$ cat src/rtl/ipi_match_pkg.sv
package ipi_match_pkg;

  typedef enum logic [1:0] {
    SH_NONE   = 2'd0,
    SH_SELF   = 2'd1,
    SH_ALL    = 2'd2,
    SH_OTHERS = 2'd3
  } shorthand_e;

  localparam logic [2:0] DM_FIXED  = 3'd0;
  localparam logic [2:0] DM_LOWEST = 3'd1;

  localparam logic [3:0] FMT_FLAT    = 4'hF;
  localparam logic [3:0] FMT_CLUSTER = 4'h0;

  localparam int unsigned BUSY_BIT = 12;

  typedef struct packed {
    logic [7:0] dest;
    shorthand_e sh;
    logic       trig;
    logic       level;
    logic       logical;
    logic [2:0] mode;
    logic [7:0] vector;
  } ipi_cmd_t;

  function automatic ipi_cmd_t decode_cmd(input logic [31:0] lo, input logic [7:0] dest);
    ipi_cmd_t c;
    c.vector  = lo[7:0];
    c.mode    = lo[10:8];
    c.logical = lo[11];
    c.level   = lo[14];
    c.trig    = lo[15];
    c.sh      = shorthand_e'(lo[19:18]);
    c.dest    = dest;
    return c;
  endfunction

endpackage

$ cat src/rtl/ipi_cmd_reg.sv
module ipi_cmd_reg
  import ipi_match_pkg::*;
(
  input  logic        clk,
  input  logic        rst_n,
  input  logic        hi_wr_en,
  input  logic [7:0]  hi_wr_dest,
  input  logic        lo_wr_en,
  input  logic [31:0] lo_wr_data,
  output ipi_cmd_t    cmd,
  output logic [31:0] cmd_lo_rd
);
  logic [7:0]  dest_q;
  logic [31:0] lo_q;
  logic [7:0]  dest_eff;

  // a destination written alongside the launch is used by that launch
  assign dest_eff = hi_wr_en ? hi_wr_dest : dest_q;
  assign cmd      = decode_cmd(lo_wr_data, dest_eff);

  always_ff @(posedge clk) begin
    if (!rst_n) begin
      dest_q <= '0;
      lo_q   <= '0;
    end else begin
      if (hi_wr_en) dest_q <= hi_wr_dest;
      if (lo_wr_en) begin
        lo_q           <= lo_wr_data;
        lo_q[BUSY_BIT] <= 1'b0;
      end
    end
  end

  assign cmd_lo_rd = lo_q;

  a_r1_busy_clear: assert property (@(posedge clk) disable iff (!rst_n)
    lo_wr_en |=> (cmd_lo_rd[BUSY_BIT] == 1'b0));

endmodule

$ cat src/rtl/ipi_unit_match.sv
module ipi_unit_match
  import ipi_match_pkg::*;
#(
  parameter int unsigned IDX_W = 3,
  parameter int unsigned IDX   = 0
) (
  input  logic             clk,
  input  logic             rst_n,
  input  shorthand_e       sh,
  input  logic             logical,
  input  logic [7:0]       dest,
  input  logic [IDX_W-1:0] src_unit,
  input  logic [7:0]       phys_id,
  input  logic [7:0]       log_id,
  input  logic             fmt_wr_en,
  input  logic [3:0]       fmt_wr_model,
  output logic [31:0]      fmt_rd,
  output logic             hit
);
  localparam logic [IDX_W-1:0] MY_IDX = IDX_W'(IDX);
  localparam logic [27:0]      FILL   = '1;

  logic [3:0] model_q;
  logic       is_self;
  logic       phys_hit;
  logic       log_hit;

  always_ff @(posedge clk) begin
    if (!rst_n)         model_q <= FMT_FLAT;
    else if (fmt_wr_en) model_q <= fmt_wr_model;
  end

  assign fmt_rd   = {model_q, FILL};
  assign is_self  = (src_unit == MY_IDX);
  assign phys_hit = (dest == 8'hFF) || (dest == phys_id);

  always_comb begin
    case (model_q)
      FMT_FLAT:    log_hit = |(log_id & dest);
      FMT_CLUSTER: log_hit = (log_id[7:4] == dest[7:4]) && (|(log_id[3:0] & dest[3:0]));
      default:     log_hit = 1'b0;
    endcase
  end

  always_comb begin
    case (sh)
      SH_SELF:   hit = is_self;
      SH_ALL:    hit = 1'b1;
      SH_OTHERS: hit = !is_self;
      default:   hit = logical ? log_hit : phys_hit;
    endcase
  end

  a_r4_phys_broadcast: assert property (@(posedge clk) disable iff (!rst_n)
    (sh == SH_NONE && !logical && dest == 8'hFF) |-> hit);

endmodule

$ cat src/rtl/ipi_lowest_pick.sv
module ipi_lowest_pick #(
  parameter int unsigned NUM_UNITS = 8
) (
  input  logic [NUM_UNITS-1:0] hits,
  output logic [NUM_UNITS-1:0] pick
);
  always_comb begin
    pick = '0;
    for (int i = 0; i < NUM_UNITS; i++) begin
      if (hits[i]) pick = NUM_UNITS'(1) << i;
    end
  end
endmodule

$ cat src/rtl/ipi_dest_matcher.sv
module ipi_dest_matcher
  import ipi_match_pkg::*;
#(
  parameter int unsigned NUM_UNITS = 8,
  localparam int unsigned IDX_W    = (NUM_UNITS > 1) ? $clog2(NUM_UNITS) : 1
) (
  input  logic                   clk,
  input  logic                   rst_n,
  input  logic                   hi_wr_en,
  input  logic [7:0]             hi_wr_dest,
  input  logic                   lo_wr_en,
  input  logic [31:0]            lo_wr_data,
  input  logic [IDX_W-1:0]       src_unit,
  input  logic [8*NUM_UNITS-1:0] unit_phys_id,
  input  logic [8*NUM_UNITS-1:0] unit_log_id,
  input  logic [NUM_UNITS-1:0]   fmt_wr_en,
  input  logic [3:0]             fmt_wr_model,
  output logic [32*NUM_UNITS-1:0] fmt_rd,
  output logic [31:0]            cmd_lo_rd,
  output logic [NUM_UNITS-1:0]   dlv_strobe,
  output logic [7:0]             dlv_vector,
  output logic                   dlv_level,
  output logic                   dlv_trig,
  output logic                   dlv_lowest
);
  ipi_cmd_t             cmd;
  logic [NUM_UNITS-1:0] hits;
  logic [NUM_UNITS-1:0] pick;
  logic [NUM_UNITS-1:0] strobe_d;
  logic                 is_lowest;
  logic                 deliver;

  ipi_cmd_reg u_cmd (
    .clk        (clk),
    .rst_n      (rst_n),
    .hi_wr_en   (hi_wr_en),
    .hi_wr_dest (hi_wr_dest),
    .lo_wr_en   (lo_wr_en),
    .lo_wr_data (lo_wr_data),
    .cmd        (cmd),
    .cmd_lo_rd  (cmd_lo_rd)
  );

  for (genvar g = 0; g < NUM_UNITS; g++) begin : g_unit
    ipi_unit_match #(.IDX_W(IDX_W), .IDX(g)) u_match (
      .clk          (clk),
      .rst_n        (rst_n),
      .sh           (cmd.sh),
      .logical      (cmd.logical),
      .dest         (cmd.dest),
      .src_unit     (src_unit),
      .phys_id      (unit_phys_id[8*g +: 8]),
      .log_id       (unit_log_id[8*g +: 8]),
      .fmt_wr_en    (fmt_wr_en[g]),
      .fmt_wr_model (fmt_wr_model),
      .fmt_rd       (fmt_rd[32*g +: 32]),
      .hit          (hits[g])
    );
  end

  ipi_lowest_pick #(.NUM_UNITS(NUM_UNITS)) u_pick (
    .hits (hits),
    .pick (pick)
  );

  assign is_lowest = (cmd.mode == DM_LOWEST);
  assign deliver   = lo_wr_en && (cmd.mode == DM_FIXED || is_lowest);
  assign strobe_d  = !deliver ? '0 : (is_lowest ? pick : hits);

  always_ff @(posedge clk) begin
    if (!rst_n) begin
      dlv_strobe <= '0;
      dlv_vector <= '0;
      dlv_level  <= 1'b0;
      dlv_trig   <= 1'b0;
      dlv_lowest <= 1'b0;
    end else begin
      dlv_strobe <= strobe_d;
      if (lo_wr_en) begin
        dlv_vector <= cmd.vector;
        dlv_level  <= cmd.level;
        dlv_trig   <= cmd.trig;
        dlv_lowest <= is_lowest;
      end
    end
  end

  a_r8_single_target: assert property (@(posedge clk) disable iff (!rst_n)
    (lo_wr_en && cmd.mode == DM_LOWEST) |=> $onehot0(dlv_strobe));

  a_r9_mode_dropped: assert property (@(posedge clk) disable iff (!rst_n)
    (lo_wr_en && cmd.mode > DM_LOWEST) |=> (dlv_strobe == '0));

  a_r10_quiet_without_launch: assert property (@(posedge clk) disable iff (!rst_n)
    !lo_wr_en |=> (dlv_strobe == '0));

  a_r3_broadcast_all: assert property (@(posedge clk) disable iff (!rst_n)
    (lo_wr_en && cmd.mode == DM_FIXED && cmd.sh == SH_ALL) |=> (&dlv_strobe));

endmodule

$ cat config.mk
export PLATFORM = sky130hd
export DESIGN_NAME = ipi_dest_matcher
export DESIGN_NICKNAME = d
export VERILOG_FILES = /design/src/rtl/ipi_match_pkg.sv /design/src/rtl/ipi_cmd_reg.sv /design/src/rtl/ipi_unit_match.sv /design/src/rtl/ipi_lowest_pick.sv /design/src/rtl/ipi_dest_matcher.sv
export SDC_FILE = /design/constraint.sdc
export NUM_CORES = 1
export LEC_CHECK = 0
export BUFFER_PORTS_ARGS = -buffer_cell sky130_fd_sc_hd__buf_2
export CORE_AREA = 8 8 186 188
export DETAILED_ROUTE_END_ITERATION = 10
export DIE_AREA = 0 0 194 196
export GPL_TIMING_DRIVEN = 0
export SYNTH_ARGS = -nofsm -noshare
export SYNTH_HDL_FRONTEND = slang
export SYNTH_SLANG_ARGS = --single-unit
$ cat constraint.sdc
create_clock -name clk -period 4.6 [get_ports clk]
set_input_delay 0 -clock clk [delete_from_list [all_inputs] [get_ports clk]]
set_output_delay 0 -clock clk [all_outputs]
set_load 0.005 [all_outputs]
==> flow_summary.yaml <==
layout:
  fillers: 3400
  layout_common_cells: "251 x buf_2, 236 x buf_4, 225 x conb_1, 80 x dfxtp_1, 64 x mux2i_1"
  multi_input_area_um2: 4160
  fin_nets: 1505
  final_common_cell: "buf_2"
  final_cells: 1700
  final-seq-area_um2: 1600
  stdcell_area_um2: 10100
  layout-drive-gt1-share_pct: 41.6
  areaGrowthSynthToFinish_pct: 46.4
synth:
  seq_area_frac_synth_pct: 23.3
  syn_area_per_cell_um2: 8.90
  yosys.area.top_type_share_pct: 25.7
  synth_cell_types: 54
  synth-edff-count: 0
  synth_top_area_cell: "buf_4"
  netlist_area_um2: 6890
  netlist_top_cells_area: "buf_4 26%, dfxtp_1 23%, mux2i_1 9.3%, xnor2_1 7.6%, ha_1 5.8%"
  synthArstFlopShare_pct: 0
  synth_cells: 774
  yosysWarningCount: 0
  ys.flop_type: "dfxtp_1"
  synth_seq_cells: 80
die:
  row_count: 66
  die_area_um2: 38000
  core_area_um2: 31900
  start_util_pct: 21.6
  dieWidth_um: 194
  ios: 494
  die_y_um: 196
clock_tree:
  ctsResizeCount: 0
  cts_tree: "done"
  clockBufferDepth: 2
  cts_setup_buffers: 0
  clk_pin_slew_ns: 0.07
  htreeDepth: 3
  clock_latency_ns: 0.34
  cts-root-buf: "clkbuf_16"
  cts_buffers: 9
  clkSinkCount: 80
place:
  port_buffers: 250
  dpl.cell_count: 1655
  hpwl_um: 24800
  placed_area_um2: 9490
  routabilityCongestion: 0.802
setup_path:
  crit_required_ns: 4.86
  rrSetupSlack_ns: 0.99
  critical_path_buf_inv_count: 1
  arrival_ns: 3.86
  crit_family: "simple AND/OR/NAND/NOR gates"
  critical-path-max-stage-delay_ns: 0.61
  slowest_stage: "mux2i_4"
  path_class: "reg -> reg"
  startpoint_type: "register"
  worstPathMaxFanout: 10
  crit_path_end_kind: "register"
  path_cells: "mux2i_4 > inv_1 > ha_1 > or4_1 > a21boi_0 > o21ai_0 > nor2_1 > a31oi_2 > nor4_2 > nand2_2 > o31ai_2"
power:
  finalPower_uw: 2260
  p_leak_uw: 0.00504
  ir_drop_uv: 192
  powerDensity_nw_per_um2: 224
drt:
  drt-total-wl_um: 29400
  drtIter0Drc: 155
  dr.pass1.iters: 6
  viasPerCell: 3.71
  vias: 6299
  wl_per_cell_um: 17.3
  drtAntennaViolNets: 0
  remaining_drc_errors: 0
sta:
  max_slew_margin_pct: 44.5
  finalHoldViolations: 0
  tns_ns: 0
  fin_skew_ns: 0.00546
  setup_viol: 0
  drv_slew: 0
  max_freq_mhz: 277
  worst_pin_slew_ns: 0.824
  grt_setup_unrepaired: "no"
  fin_crit_ns: 3.61
  finalCritPeriodShare_pct: 78.4
global_route:
  grt_max_degree: 17
  grt_overflow: 0
  antenna_found_initial: 10
  grt_pass1_wl_um: 42700
  grt_pass1_vias: 6700
  grt.total_usage_pct: 14.8
min_path:
  hold_path.class: "in -> reg"
status:
  outcome: "complete, no violations"
flow_run:
  cap_violations: 0
## Yosys cell counts (5+ instances only)
cell type and count:
and3_1 5, a22oi_1 9, o21ai_0 9, nand2_1 58, dfxtp_1 80, a31oi_1 5
a21oi_1 11, nor4_1 38, nor2b_1 37, nand4_1 10, mux2i_4 7, mux2i_1 64
nor2_1 5, xor2_1 12, xnor2_1 60, buf_4 236, ha_1 32, clkbuf_1 23
nand3_1 6, buf_6 5
## worst register-to-register path: stages (launching register included)
cell and delay [ns]:
dfxtp_1 0.34, mux2i_4 0.61, inv_1 0.43, ha_1 0.31, or4_1 0.46, a21boi_0 0.23
o21ai_0 0.11, nor2_1 0.16, a31oi_2 0.10, nor4_2 0.42, nand2_2 0.10, o31ai_2 0.25
## logic make-up after synthesis
family,Yosys count,share of synthesized area (%)
AOI/OAI and AO/OA,58,6.07
xor gates and xnor gates,72,9.16
adders and majority gates,32,5.81
buffers and inverters,273,28.5
DFF,80,23.3
muxes,75,12.4
other,2,0.109
and+or+nand+nor,182,14.6
## timing repair
item | 4_1_cts | 5_1_grt
hold buffers | 28 | 0
endpoints found under the setup margin | 0 | 0
endpoints found under the hold margin | 29 | 0
## sequential cells by signal, indices dropped and copies added (netlist names)
signal	flops
g_unit.u_match.model_q	32
u_cmd.cmd_lo_rd	24
dlv_strobe	8
u_cmd.dest_q	8
dlv_vector	7
dlv_lowest	1
## cell type report
cell class	count	area share, %
Timing Repair Buffer	278	15.2
Antenna cell	1	0.0248
Clock inverter	7	0.857
Clock buffer	9	2.23
Sequential cell	80	15.9
Buffer	269	19.4
Tap cell	408	5.06
Multi-Input combinational cell	644	41.2
Inverter	4	0.149
## final timing paths
path | from | endpoint | cells past startpoint
worst max-delay path | u_cmd.dest_q[7] | dlv_strobe[1] | 11
worst min-delay path | fmt_wr_en[1] | g_unit[1].u_match.model_q[2] | 3
worst max register to register | u_cmd.dest_q[7] | dlv_strobe[1] | 11
worst min register to register | u_cmd.cmd_lo_rd[31] | u_cmd.cmd_lo_rd[31] | 2
## report_power, final
group | switching (µW) | internal (µW) | leakage, µW | total (µW)
clock network | 324 | 433 | 0.000150 | 757
registers | 31.2 | 732 | 0.000660 | 763
logic | 360 | 380 | 0.00423 | 739
total | 715 | 1540 | 0.00504 | 2260
## metrics by stage
stage               setup slack [ns]  util, %  hold slack, ns
floorplan                       1.86        -           0.170
global placement               0.948     29.8           0.255
detailed placement             0.878     29.8           0.263
CTS                            0.852     31.6          0.0166
global route                   0.700     31.6          0.0351
finish                         0.994     31.6          0.0335
## layer usage
| metal | track usage, % | part of all wire [%] | vias up |
|---|---|---|---|
| li1 | - | - | 3203 |
| met1 | 15.8 | 39 | 2765 |
| met2 | 27.6 | 51 | 283 |
| met3 | 5.57 | 8.0 | 34 |
| met4 | 3.08 | 1.3 | 14 |
| met5 | 0 | 0.30 | - |
(Power assumes the default switching activity.)
